$ cat config.mk
export PLATFORM = sky130hd
export DESIGN_NAME = icache_predecode
export DESIGN_NICKNAME = d
export VERILOG_FILES = /design/src/rtl/ipd_pkg.sv /design/src/rtl/ipd_len_decode.sv /design/src/rtl/ipd_marker_gen.sv /design/src/rtl/ipd_marker_store.sv /design/src/rtl/icache_predecode.sv
export SDC_FILE = /design/constraint.sdc
export NUM_CORES = 1
export LEC_CHECK = 0
export BUFFER_PORTS_ARGS = -buffer_cell sky130_fd_sc_hd__buf_2
export CAP_MARGIN = 20
export CORE_AREA = 4 4 143 145
export DETAILED_ROUTE_END_ITERATION = 8
export DIE_AREA = 0 0 147 149
export PLACE_DENSITY = 0.68
export SETUP_SLACK_MARGIN = 0.1
export SLEW_MARGIN = 10
export SYNTH_ARGS = -nofsm -noshare
export SYNTH_HDL_FRONTEND = slang
export SYNTH_SLANG_ARGS = --single-unit
$ cat constraint.sdc
create_clock -name clk -period 4.31 [get_ports clk]
set_input_delay 0.6465 -clock clk [delete_from_list [all_inputs] [get_ports clk]]
set_output_delay 0.6465 -clock clk [all_outputs]
set_load 0.01 [all_outputs]
$ cat src/rtl/ipd_pkg.sv
package ipd_pkg;

  // Parcels still owed after the first one of an instruction.
  typedef logic [1:0] owed_t;

  // Length class from the 2-bit field: 00 -> 1, 01/10 -> 2, 11 -> 3 parcels.
  function automatic owed_t owed_from_code(input logic [1:0] code);
    owed_t r;
    unique case (code)
      2'b00:          r = 2'd0;
      2'b01, 2'b10:   r = 2'd1;
      default:        r = 2'd2;
    endcase
    return r;
  endfunction

endpackage

$ cat src/rtl/ipd_len_decode.sv
module ipd_len_decode
  import ipd_pkg::*;
(
  input  logic [1:0] len_code,
  output owed_t      owed
);
  assign owed = owed_from_code(len_code);
endmodule

$ cat src/rtl/ipd_marker_gen.sv
module ipd_marker_gen
  import ipd_pkg::*;
#(
  parameter int LINE_PARCELS = 8,
  parameter int IDX_W        = 4,
  localparam int POS_W       = $clog2(LINE_PARCELS)
) (
  input  logic                    clk,
  input  logic                    rst_n,
  input  logic                    accept,
  input  logic [1:0]              len_code,
  input  logic [IDX_W-1:0]        index,
  output logic                    mark_valid,
  output logic                    mark_start,
  output logic [POS_W-1:0]        mark_pos,
  output logic                    line_wr,
  output logic                    wr_en,
  output logic [IDX_W-1:0]        wr_index,
  output logic [LINE_PARCELS-1:0] wr_markers
);

  localparam logic [POS_W-1:0] LAST_POS = POS_W'(LINE_PARCELS - 1);

  owed_t                   owed_left;
  owed_t                   owed_new;
  logic [POS_W-1:0]        pos;
  logic [LINE_PARCELS-1:0] bits_so_far;
  logic [IDX_W-1:0]        line_idx;
  logic                    begins_here;
  logic                    at_last;

  ipd_len_decode u_dec (
    .len_code (len_code),
    .owed     (owed_new)
  );

  assign begins_here = (owed_left == 2'd0);
  assign at_last     = (pos == LAST_POS);

  assign wr_en      = accept && at_last;
  assign wr_index   = (pos == '0) ? index : line_idx;
  assign wr_markers = bits_so_far | (LINE_PARCELS'(begins_here) << pos);

  always_ff @(posedge clk) begin
    if (!rst_n) begin
      owed_left   <= 2'd0;
      pos         <= '0;
      bits_so_far <= '0;
      line_idx    <= '0;
      mark_valid  <= 1'b0;
      mark_start  <= 1'b0;
      mark_pos    <= '0;
      line_wr     <= 1'b0;
    end else begin
      mark_valid <= accept;
      line_wr    <= accept && at_last;
      if (accept) begin
        mark_start <= begins_here;
        mark_pos   <= pos;
        if (pos == '0) line_idx <= index;
        if (at_last) begin
          pos         <= '0;
          owed_left   <= 2'd0;
          bits_so_far <= '0;
        end else begin
          pos              <= pos + POS_W'(1);
          owed_left        <= begins_here ? owed_new : owed_left - 2'd1;
          bits_so_far[pos] <= begins_here;
        end
      end
    end
  end

  AST_POS0_IS_START: assert property (@(posedge clk) disable iff (!rst_n)
    (mark_valid && mark_pos == '0) |-> mark_start);

  AST_OWED_IN_RANGE: assert property (@(posedge clk) disable iff (!rst_n)
    owed_left != 2'd3);

  AST_IDLE_HOLDS: assert property (@(posedge clk) disable iff (!rst_n)
    !accept |=> (!mark_valid && $stable(pos)));

  AST_LINE_END_FRESH: assert property (@(posedge clk) disable iff (!rst_n)
    (accept && at_last) |=> (pos == '0 && owed_left == 2'd0));

endmodule

$ cat src/rtl/ipd_marker_store.sv
module ipd_marker_store #(
  parameter int LINE_PARCELS = 8,
  parameter int NUM_LINES    = 16,
  localparam int IDX_W       = $clog2(NUM_LINES)
) (
  input  logic                    clk,
  input  logic                    rst_n,
  input  logic                    wr_en,
  input  logic [IDX_W-1:0]        wr_index,
  input  logic [LINE_PARCELS-1:0] wr_markers,
  input  logic [IDX_W-1:0]        rd_index,
  output logic                    rd_line_valid,
  output logic [LINE_PARCELS-1:0] rd_markers
);

  logic [LINE_PARCELS-1:0] marks [NUM_LINES];
  logic [NUM_LINES-1:0]    line_ok;

  always_ff @(posedge clk) begin
    if (!rst_n) begin
      for (int i = 0; i < NUM_LINES; i++) marks[i] <= '0;
      line_ok       <= '0;
      rd_line_valid <= 1'b0;
      rd_markers    <= '0;
    end else begin
      rd_line_valid <= line_ok[rd_index];
      rd_markers    <= marks[rd_index];
      if (wr_en) begin
        marks[wr_index]   <= wr_markers;
        line_ok[wr_index] <= 1'b1;
      end
    end
  end

  AST_INVALID_READS_ZERO: assert property (@(posedge clk) disable iff (!rst_n)
    !rd_line_valid |-> (rd_markers == '0));

  AST_WRITE_SETS_VALID: assert property (@(posedge clk) disable iff (!rst_n)
    wr_en |=> line_ok[$past(wr_index)]);

endmodule

$ cat src/rtl/icache_predecode.sv
module icache_predecode #(
  parameter int PARCEL_W     = 16,
  parameter int LINE_PARCELS = 8,
  parameter int NUM_LINES    = 16,
  localparam int IDX_W       = $clog2(NUM_LINES),
  localparam int POS_W       = $clog2(LINE_PARCELS)
) (
  input  logic                    clk,
  input  logic                    rst_n,
  input  logic                    fill_valid,
  output logic                    fill_ready,
  input  logic [PARCEL_W-1:0]     fill_parcel,
  input  logic [IDX_W-1:0]        fill_index,
  output logic                    mark_valid,
  output logic                    mark_start,
  output logic [POS_W-1:0]        mark_pos,
  output logic                    line_wr,
  input  logic [IDX_W-1:0]        rd_index,
  output logic                    rd_line_valid,
  output logic [LINE_PARCELS-1:0] rd_markers
);

  logic                    accept;
  logic                    wr_en;
  logic [IDX_W-1:0]        wr_index;
  logic [LINE_PARCELS-1:0] wr_markers;
  logic                    unused_low_bits;

  assign fill_ready      = rst_n;
  assign accept          = fill_valid && fill_ready;
  assign unused_low_bits = ^fill_parcel[PARCEL_W-3:0];

  ipd_marker_gen #(
    .LINE_PARCELS (LINE_PARCELS),
    .IDX_W        (IDX_W)
  ) u_gen (
    .clk        (clk),
    .rst_n      (rst_n),
    .accept     (accept),
    .len_code   (fill_parcel[PARCEL_W-1 -: 2]),
    .index      (fill_index),
    .mark_valid (mark_valid),
    .mark_start (mark_start),
    .mark_pos   (mark_pos),
    .line_wr    (line_wr),
    .wr_en      (wr_en),
    .wr_index   (wr_index),
    .wr_markers (wr_markers)
  );

  ipd_marker_store #(
    .LINE_PARCELS (LINE_PARCELS),
    .NUM_LINES    (NUM_LINES)
  ) u_store (
    .clk           (clk),
    .rst_n         (rst_n),
    .wr_en         (wr_en),
    .wr_index      (wr_index),
    .wr_markers    (wr_markers),
    .rd_index      (rd_index),
    .rd_line_valid (rd_line_valid),
    .rd_markers    (rd_markers)
  );

  AST_FIRST_MARK_STORED: assert property (@(posedge clk) disable iff (!rst_n)
    wr_en |-> wr_markers[0]);

endmodule

== After elaboration in Yosys (flattened, before gate mapping) ==
Memories as Yosys holds them, arrays and structs flattened. A register that Yosys moved wholly into a read port is not among the register bits.
Cells that the tools add are included.
Operators by class
  reduce and logical (&&, ||, !) cells: 10
  shifts and indexed selects: 1
  equality and inequality tests: 3
  multiplexer cells: 20
  bitwise operators: 2
  add/sub/neg operators: 2
  order comparisons: 5
Operators with widths (count)
  8-bit two-way mux: 2
  16-bit OR: 1
  4-bit by 5-bit < comparator with 1-bit output, second input constant: 2
  8-bit bitwise mux: 1
  1-bit two-way mux: 8
  4-bit two-way mux: 2
  8-bit OR: 1
  8-bit OR reduction: 1
  1-bit by 3-bit left shift with 8-bit output: 1
  1-bit binary-select mux with 4-bit select: 1
  1-bit demux with 4-bit select: 1
  4-bit by 1-bit greater-or-equal comparator with 1-bit output, second input constant: 1
  1-bit logical AND: 4
  2-bit zero test: 2
  3-bit by 4-bit < comparator with 1-bit output, second input constant: 1
  2-bit two-way mux: 2
  2-bit case mux with 2 select lines: 1
  3-bit by 1-bit adder with 3-bit output, second input constant: 1
  1-bit demux with 3-bit select: 1
  3-bit == test, second input constant: 1
  3-bit by 1-bit greater-or-equal comparator with 1-bit output, second input constant: 1
  3-bit zero test: 1
  3-bit two-way mux: 1
  2-bit by 1-bit == test with 1-bit output, second input constant: 1
  other kinds (4): 4
Word-level totals
  word-level logic and storage cells: 54
  memory bits (writable): 128
  input bits: 27
  memories kept: 1
  register bits: 40
Memories
  u_store.marks: depth 16, bits a word 8, read ports 1, clocked after Yosys merged registers in 1, write ports 16, line ipd_marker_store.sv:16  | logic [LINE_PARCELS-1:0] marks [NUM_LINES];

== Logic depth before layout (Yosys ltp) ==
  depth in word-level cells: 7
  depth in mapped cells: 8
  mapped depth without buffers: 6

== Cells and area by module ==
From an unflattened synthesis, not the netlist that was laid out.
Second synthesis, totals
  cells, all modules: 599
  area total of the unflattened synthesis: 7933.9 µm²
Modules (own cells, without submodules)
  ipd_marker_store: cells each 469, area an instance 6751.5 µm², times used 1
  ipd_marker_gen: cells each 127, area an instance 1156.1 µm², times used 1
  icache_predecode: cells each 2, area an instance 13.8 µm², times used 1
  ipd_len_decode: cells each 1, area an instance 12.5 µm², times used 1

== Worst setup path after synthesis ==
OpenSTA, ideal clock, no wires.
  kind: reg2reg
  start point: register u_gen.pos[1]
  end point: memory u_store.marks[13][0], enable pin
  period minus slack after synthesis: 2187 ps
  arrival: 1857 ps
  library setup time: 329 ps
  stages on the path, launching flop included: 9
  setup slack: 2123 ps
  cells stage by stage: dfxtp_1 buf_2 inv_1 ha_1 nand2b_1 buf_6 mux2i_4 nand3_2 nand2_1
RTL lines
  start, declared: line ipd_marker_gen.sv:26  | logic [POS_W-1:0] pos;
  start signal, assigned: line ipd_marker_gen.sv:66  | pos <= pos + POS_W'(1);
  end, declared: line ipd_marker_store.sv:16

==> results.md <==
* Outcome: completed
* Routed Antenna Nets at 0
* DRC at 0
* Initial antenna violation count at 0
* R2R Path End: u_store.marks[15][5]
* Register area share after synthesis at 60.5%
* Arr. time, crit path at 3.00 ns
* CTS tree: built
* #FFs+latches synth at 176
* Clk sinks at 176
* CP bufs+invs at 1
* Final Hold Viols at 0
* Critical path data required time at 4.40 ns
* Max IR drop VDD at 0.000281 V
* Hold EP: u_store.line_ok[6]
* Cells along the critical path: inv_1 -> ha_1 -> nand2b_1 -> mux2i_4 -> nand3_2 -> nand2_1
* Pin count of the biggest net entering global routing at 56
* Fin crit share at 67.4%
* Worst Setup Start Kind: register
* Share of layout cells above drive strength 1 at 15.3%
* Core Region at 0.0192 sq mm
* Fraction of the mapped netlist area in simple logic gates at 15.8%
* Crit end category: register
* Crit path kind: reg -> reg
* Global route overflow at 0
* Worst r2r src: u_gen.pos[1]
* DRT iter0 DRCs at 429
* Hold wc startpoint: u_store.line_ok[6]
* Site row count at 51
* Total die area at 0.0219 sq mm
* Clk buf depth at 2
* Mapped Area at 0.00794 sq mm
* Setup violators final at 0
* Slew Limit Fails at 0
* Post-place instance area at 0.00822 sq mm
* Worst min path class: reg -> reg
* Maximum achievable frequency at 344 MHz
* Clk Latency, worst-skew pair at 0.43 ns
* Leakage at 3.20 nW
* Hold path cells at 2
* Mux contribution to synthesized area at 10.5%
* Ports at 43
* Cell count after synthesis at 664
* Largest family of logic cells by synthesized area: simple AND/OR/NAND/NOR gates
* Final min period at 2.90 ns
* TritonCTS Buffers at 17
* Clock-pin slew on the worst setup and hold paths at 0.07 ns
* Syn_area_per_cell at 12.0 sq um
* Pre-antenna DRT Iters at 6
* First-pass GRT wire length at 27500 microns
* Post-route clock skew at 0.0103 ns
* Die height at 149 microns
* Area growth syn-to-layout at 11.3%
* Synth Area in Compound Gates at 8.55%
* Worst hold slack at 0.446 ns
* Vias in the first global route at 5091
* Max Cap Violations at 0
* Total number of vias at 5104
* Post-synthesis xor/xnor area fraction at 0%
* Register-to-register setup slack at 1.41 ns
* Via density at 5.34
* H-tree Lvls at 4
* CP max stage delay at 0.66 ns
* # port buffers at 28
* Post-synthesis cell type count at 44
* Starting Density at 41.4%
* Area share of fa/ha/maj cells after synthesis at 0.630%
* Final #Nets at 709
* Total track usage at 16.6%
* Wire per inst at 18.5 microns
* Max-slew headroom at 23.0%
* Post-route cell area at 0.00884 sq mm
* Slew @ Worst Pin at 1.15 ns
* Post-CTS Repair Setup Buffers at 0
* Post-CTS sizing at 0
* Placer Congestion at 0.865
* DP HPWL at 12000 microns
* Worst Reg-to-Reg Cells at 6
* Clock root cell: clkbuf_16
* Crit path max-delay family: simple AND/OR/NAND/NOR gates
* Critical-path maximum fanout at 15
* Post-CTS Hold Fix Bufs at 0
* RSZ-0062 raised after global routing: false
* CP max stage cell: dfxtp_1
* Die W at 147 microns
* P per Cell Area at 423 mW/mm^2
* Setup TNS at 0 ns
* WL final at 17700 microns
* Ant diodes at 0
* Ys Warns at 0
* Syn_nets at 695
worst max path at each step:
stage                 startpoint  cells after the start                    to
floorplan           u_gen.pos[1]                      8  u_store.marks[13][0]
finish              u_gen.pos[1]                      6  u_store.marks[15][5]
CTS                 u_gen.pos[1]                      6  u_store.marks[15][1]
global route        u_gen.pos[1]                      6  u_store.marks[15][6]
global placement    u_gen.pos[1]                      6  u_store.marks[15][2]
detailed placement  u_gen.pos[1]                      6  u_store.marks[15][0]
sequential cells by signal, indices dropped and copies added (netlist names), 2 cells and up:
register,cells
u_store.marks,128
u_store.line_ok,16
u_gen.bits_so_far,8
u_store.rd_markers,8
u_gen.line_idx,4
u_gen.mark_pos,3
u_gen.pos,3
u_gen.owed_left,2
cells in the final DEF (no fill, tap or decap), types with 5 or more instances in the layout:
cell       synthesis  layout
nor2_1           139     139
edfxtp_1         128     128
mux2i_1           74      74
dfxtp_1           48      48
nand2_1           41      41
a22oi_1           33      33
buf_2             17      28
nor2b_1           25      25
inv_1             23      23
clkbuf_16          0      19
a21boi_1          13      13
nand3_2           12      12
nand3_1           11      11
o21ai_0           10      10
o22ai_1            5       5
a21oi_2            5       5
a31o_2             5       5
clkinv_4           0       5
buf_4              8       5
kinds of logic after synthesis:
| logic type | Yosys count |
|---|---|
| AOI/OAI and AO/OA | 90 |
| adders and majority gates | 4 |
| muxes | 78 |
| DFF | 176 |
| and+or+nand+nor | 254 |
| buffers and inverters | 62 |
where the power goes:
part	total [mW]	switching [mW]	internal [mW]
combinational	0.300	0.202	0.0977
sequential	1.89	0.0250	1.87
clock	1.54	0.642	0.901
total	3.74	0.870	2.87
per-stage QoR:
step	util [%]	setup WS, ns	total power [mW]	instances
after floorplan	-	2.12	2.14	664
after global placement	42.8	1.56	2.21	923
after detailed placement	42.8	1.45	2.22	923
after CTS	45.9	1.42	3.75	955
after global routing	46.0	1.18	3.86	956
final	46.0	1.41	3.74	956
Yosys cell counts, drive strengths merged:
cell,instances,share of area (%)
nand2,41,1.9
and3b,1,0.11
edfxtp,128,48
a211oi,4,0.38
nand4,1,0.079
and2,3,0.24
nor3,3,0.19
mux2i,76,9.9
nor3b,2,0.19
nor2b,25,2.0
ha,4,0.63
o211ai,3,0.28
a22oi,33,3.1
and4bb,3,0.47
nor2,139,6.6
nand2b,3,0.24
nand3b,1,0.095
a31oi,3,0.39
o21ai,10,0.63
o22ai,5,0.39
dfxtp,48,12
and3,2,0.16
nor4bb,1,0.13
o21a,1,0.095
inv,23,1.1
nand3,27,3.1
mux4,2,0.57
a21oi,8,0.74
a31o,6,0.77
a21boi,17,1.7
clkbuf,8,0.38
nor4b,2,0.38
buf,31,2.6
area by class of cell:
| cell class | instances | area [sq um] |
|---|---|---|
| sequential | 176 | 4800 |
| clock inverter | 10 | 98.8 |
| tap | 265 | 332 |
| clock buffer | 22 | 507 |
| multi-input combinational | 426 | 2820 |
| inverter | 23 | 86.3 |
| fill | 1715 | 10400 |
| timing repair buffer | 34 | 193 |
routing by layer:
metal	track usage [%]	vias up	routed length, microns
li1	-	2404	-
met1	21.4	2487	7780
met2	26.5	178	8290
met3	4.22	35	1100
met4	7.55	0	506
met5	0	-	0
worst min-delay path, delay by kind of cell, from the launching register on:
family,cells,cell delay (ns)
DFF,1,0.31
AOI/OAI and AO/OA,1,0.05
buffers and inverters,1,0.04
(Power assumes the default switching activity.)
